$ cat config.mk
export PLATFORM = sky130hd
export DESIGN_NAME = refsel_top
export DESIGN_NICKNAME = d
export VERILOG_FILES = /design/src/rtl/refsel_pkg.sv /design/src/rtl/refsel_regs.sv /design/src/rtl/refsel_pick.sv /design/src/rtl/refsel_top.sv
export SDC_FILE = /design/constraint.sdc
export NUM_CORES = 1
export LEC_CHECK = 0
export CORE_UTILIZATION = 40
export CTS_CLUSTER_DIAMETER = 40
export DETAILED_ROUTE_END_ITERATION = 8
export DONT_BUFFER_PORTS = 1
export SKIP_LAST_GASP = 1
export SLEW_MARGIN = 20
export SYNTH_ARGS = -nofsm -noshare
export SYNTH_HDL_FRONTEND = slang
export SYNTH_SLANG_ARGS = --single-unit
$ cat constraint.sdc
create_clock -name clk -period 8.23 [get_ports clk]
set_input_delay 1.646 -clock clk [delete_from_list [all_inputs] [get_ports clk]]
set_output_delay 1.646 -clock clk [all_outputs]
set_load 0.05 [all_outputs]
$ cat src/rtl/refsel_pkg.sv
package refsel_pkg;
    parameter int N_IN    = 5;
    parameter int N_PATH  = 2;
    parameter int PRIO_W  = 4;
    parameter int IDX_W   = 4;
    parameter int DATA_W  = 8;
    parameter int ADDR_W  = 3;

    localparam int PRIO_PER_WORD = DATA_W / PRIO_W;
    localparam int CTRL_MODE_BIT = IDX_W;
    localparam int ADDR_CTRL_BASE = 0;
    localparam int ADDR_PRIO_BASE = ADDR_CTRL_BASE + N_PATH;

    typedef logic [PRIO_W-1:0] prio_t;
    typedef logic [IDX_W-1:0]  idx_t;

    typedef struct packed {
        logic                forced;
        idx_t                fsel;
        prio_t [N_IN-1:0]    prio;
    } path_cfg_t;

    typedef struct packed {
        logic valid;
        idx_t idx;
    } pick_t;

    function automatic pick_t forced_pick(input idx_t fsel);
        pick_t r;
        r.valid = (fsel != '0) && (int'(fsel) <= N_IN);
        r.idx   = r.valid ? fsel : '0;
        return r;
    endfunction

    function automatic logic [ADDR_W-1:0] prio_addr(input int slot);
        return ADDR_W'(ADDR_PRIO_BASE + slot / PRIO_PER_WORD);
    endfunction

    function automatic logic [ADDR_W-1:0] ctrl_addr(input int path);
        return ADDR_W'(ADDR_CTRL_BASE + path);
    endfunction
endpackage

$ cat src/rtl/refsel_regs.sv
module refsel_regs
    import refsel_pkg::*;
(
    input  logic              clk,
    input  logic              rst,
    input  logic              wr_en,
    input  logic [ADDR_W-1:0] wr_addr,
    input  logic [DATA_W-1:0] wr_data,
    input  logic              steer,
    output path_cfg_t         cfg_o [N_PATH]
);
    for (genvar p = 0; p < N_PATH; p++) begin : g_path
        path_cfg_t q;
        logic      prio_hit;

        assign prio_hit = wr_en && (int'(steer) == p);

        always_ff @(posedge clk) begin
            if (rst) begin
                q <= '0;
            end else begin
                if (wr_en && wr_addr == ctrl_addr(p)) begin
                    q.forced <= wr_data[CTRL_MODE_BIT];
                    q.fsel   <= wr_data[IDX_W-1:0];
                end
                if (prio_hit) begin
                    for (int i = 0; i < N_IN; i++) begin
                        if (wr_addr == prio_addr(i)) begin
                            q.prio[i] <= wr_data[(i % PRIO_PER_WORD)*PRIO_W +: PRIO_W];
                        end
                    end
                end
            end
        end

        assign cfg_o[p] = q;
    end
endmodule

$ cat src/rtl/refsel_pick.sv
module refsel_pick
    import refsel_pkg::*;
(
    input  path_cfg_t       cfg,
    input  logic [N_IN-1:0] qual,
    output pick_t           pick
);
    pick_t auto_r;
    prio_t best;

    always_comb begin
        auto_r = '0;
        best   = '0;
        for (int i = 0; i < N_IN; i++) begin
            if (qual[i] && cfg.prio[i] != '0 &&
                (!auto_r.valid || cfg.prio[i] < best)) begin
                auto_r.valid = 1'b1;
                auto_r.idx   = IDX_W'(i + 1);
                best         = cfg.prio[i];
            end
        end
    end

    assign pick = cfg.forced ? forced_pick(cfg.fsel) : auto_r;
endmodule

$ cat src/rtl/refsel_top.sv
module refsel_top
    import refsel_pkg::*;
(
    input  logic              clk,
    input  logic              rst,
    input  logic [N_IN-1:0]   qual_i,
    input  logic              wr_en_i,
    input  logic [ADDR_W-1:0] wr_addr_i,
    input  logic [DATA_W-1:0] wr_data_i,
    input  logic              prio_steer_i,
    output logic [IDX_W-1:0]  main_idx_o,
    output logic              main_valid_o,
    output logic [IDX_W-1:0]  aux_idx_o,
    output logic              aux_valid_o
);
    path_cfg_t cfg [N_PATH];
    pick_t     pick_d [N_PATH];
    pick_t     pick_q [N_PATH];
    path_cfg_t main_cfg;
    path_cfg_t aux_cfg;

    refsel_regs u_regs (
        .clk     (clk),
        .rst     (rst),
        .wr_en   (wr_en_i),
        .wr_addr (wr_addr_i),
        .wr_data (wr_data_i),
        .steer   (prio_steer_i),
        .cfg_o   (cfg)
    );

    for (genvar p = 0; p < N_PATH; p++) begin : g_sel
        refsel_pick u_pick (
            .cfg  (cfg[p]),
            .qual (qual_i),
            .pick (pick_d[p])
        );

        always_ff @(posedge clk) begin
            if (rst) pick_q[p] <= '0;
            else     pick_q[p] <= pick_d[p];
        end
    end

    assign main_cfg     = cfg[0];
    assign aux_cfg      = cfg[1];
    assign main_idx_o   = pick_q[0].idx;
    assign main_valid_o = pick_q[0].valid;
    assign aux_idx_o    = pick_q[1].idx;
    assign aux_valid_o  = pick_q[1].valid;
endmodule

==> metrics.csv <==
stage,metric,value,unit
run_status,status,"finished, final reports clean",
final_layout,area delta synth->final,7.78,%
worst_setup_path,Worst Path Buf+Inv,1,
sta,RSZ-0062 raised after global routing,false,
sta,max-slew violations,0,
cts,Root Driver,clkbuf_8,
sta,Setup Skew,0.0101,ns
global_routing,initial antenna violation count,0,
synthesis,ranking of synthesized cells by area,"dfxtp_1 33%, mux2i_1 15%, ha_1 8.2%",
synthesis,"count leader, synth",nor2_1,
worst_setup_path,Critical-path top delay cell,a21oi_1,
synthesis,Synth Register Bits,60,
worst_setup_path,flop2flop setup slack,2.06,ns
worst_setup_path,critical path class,in2reg,
placement,GP Congestion,0.915,
global_routing,first-pass GRT wire length,14.4,mm
sta,final hold vios,0,
worst_setup_path,max incr delay on CP,0.54,ns
cts,cts bufs inserted,9,
floorplanning,Die H,97.5,um
worst_setup_path,Critical Path End Type,register,
floorplanning,IO Count,30,
floorplanning,die width,97.5,um
synthesis,Post-synth EDFFs,0,
worst_setup_path,Reg2Reg Depth,28,
placement,dpl hpwl,6.40,mm
cts,Post-CTS Hold Buffers,0,
synthesis,synthesized area,3650,um2
sta,setup_tns,0,ns
worst_setup_path,Crit Path Max Fanout,14,
cts,Post-CTS Repair Setup Buffers,0,
cts,H-Tree Depth,3,
global_routing,total global-route track usage,18.7,%
cts,clk sinks,60,
worst_setup_path,worst path arrival time,7.31,ns
floorplanning,die area,9510,um2
synthesis,dominant cell type by area after synthesis,dfxtp_1,
synthesis,sequential cell area fraction in the yosys report,32.9,%
cts,Clock Latency Late Sink,0.34,ns
worst_setup_path,CP Launch Type,input port,
sta,Final WS setup,1.18,ns
global_routing,number of global-route vias before repair,2881,
power_and_ir_drop,PwrDens,158,nW/um2
floorplanning,Initial Util,41.6,%
placement,Port Buf Inserts,0,
worst_setup_path,Stages on worst setup path,28,
routing,Via Count,2909,
synthesis,"Distinct cells, synth",64,
floorplanning,row count,34,
final_layout,share of layout cells above drive strength 1,9.44,%
synthesis,Post-synth ARST share,0,%
final_layout,design area,3930,um2
sta,period utilisation layout,85.6,%
power_and_ir_drop,worst vdd ir,0.0000662,V
global_routing,largest net degree at the start of global routing,61,
routing,drt first pass iters,5,
routing,post-route ant nets,0,
sta,Final Setup Violations,0,
global_routing,grt ovf,0,
worst_setup_path,worst path required time,8.49,ns
min_path,HP Class,reg2reg,
flow_run,maxcap violations,0,
routing,post-DR wirelength/cell,16.4,um
routing,DR iter-0 viols,142,
placement,dpl ws,0.851,ns
placement,DP Area,3730,um2
synthesis,YS warnings,0,
routing,Routed WL,8.55,mm
worst_setup_path,crit-path leading delay family,compound AO/OA/AOI/OAI gates,
synthesis,synth cell count leaders,"72 x nor2_1, 60 x dfxtp_1, 54 x mux2i_1",
final_layout,NumNets Final,452,
sta,Slew HR,39.5,%
sta,Max Fclk,142,MHz
cts,clock tree buffer depth,2,
sta,post-route minimum period,7.05,ns
cts,"Reg clk slew, reported paths",0.08,ns
synthesis,ys flop type,dfxtp_1,
cts,CTS tree,yes,
routing,vias per cell,5.58,
cts,post-CTS sizing,0,
synthesis,Syn Area/Cell,8.88,um2
sta,Hold WS,0.532,ns
min_path,WHS Path Cells,2,
routing,Post-route DRC,0,
final_layout,ANT cells,0,
sta,Worst-Margin Slew,0.903,ns
synthesis,area share of the largest cell type after synthesis,32.9,%
synthesis,cell count after synthesis,411,
power_and_ir_drop,leakage power,1.61,nW
floorplanning,core area,8760,um2
-- through the flow --
| step | power [mW] | util [%] | cells |
|---|---|---|---|
| 6_report | 0.619 | 44.9 | 521 |
| 4_1_cts | 0.625 | 44.9 | 521 |
| 5_1_grt | 0.642 | 44.9 | 521 |
| 3_3_place_gp | 0.358 | 42.6 | 505 |
| 3_5_place_dp | 0.359 | 42.6 | 505 |
| 2_1_floorplan | 0.357 | - | 412 |
-- layout by cell type (no fill, tap or decap), types with 5 or more instances in the layout --
cell type  netlist  routed
o21ai_0         15      15
dfxtp_1         60      60
inv_1           21      21
nand2_1         26      26
nor2_1          72      72
mux2i_1         54      54
o211ai_1         6       6
ha_1            24      24
clkbuf_8         0       9
and2_1           5       5
a21o_1           6       6
a21oi_1         16      16
nand3_1         11      11
-- flip-flops by register name, summed over array words and instances, names as in the netlist --
name and cells:
pick_q 10, u_regs.cfg_o 50
-- layer usage --
metal	part of all wire (%)	wire length, um	GRT usage [%]	up-vias
li1	-	-	-	1478
met1	47	4030	23.0	1386
met2	48	4130	32.3	32
met3	2.5	217	3.24	13
met4	2.0	172	7.58	0
met5	0	0	0	-
-- logic make-up after synthesis --
group,after synthesis,share of synthesized area [%]
other,1,0.103
buffers and inverters,37,3.91
adder cells (fa/ha/maj),24,8.23
flip-flops,60,32.9
AND/OR/NAND/NOR,140,17.6
multiplexers,60,17.0
AO/OA/AOI/OAI,89,20.3
-- report_power, final --
part / internal [mW] / switching, mW / leakage (nW)
Combinational: 0.0205 / 0.0219 / 1.03
Clock: 0.141 / 0.126 / 0.0994
Sequential: 0.296 / 0.0135 / 0.486
Total: 0.458 / 0.162 / 1.61
-- worst paths after layout --
check                                      start                to
worst min-delay path            u_regs.cfg_o[20]  u_regs.cfg_o[20]
worst min register to register  u_regs.cfg_o[20]  u_regs.cfg_o[20]
worst max-delay path                   qual_i[0]      pick_q[1][2]
worst max register to register   u_regs.cfg_o[1]      pick_q[1][2]
-- final cells by class --
| class | instances | area, um2 |
|---|---|---|
| inverters | 21 | 78.8 |
| flip-flops and latches | 60 | 1200 |
| clock inverters | 7 | 77.6 |
| multi-input cells | 315 | 2310 |
| clock buffers | 9 | 124 |
| repair buffers | 1 | 7.51 |
| well taps | 108 | 135 |
| fillers | 852 | 4830 |
-- worst min-delay path, stage by stage, from the launching register on --
cell and delay (ns):
dfxtp_1 0.35, mux2i_1 0.08, nor2_1 0.07
Note: power is estimated with default switching activity, not from simulation.
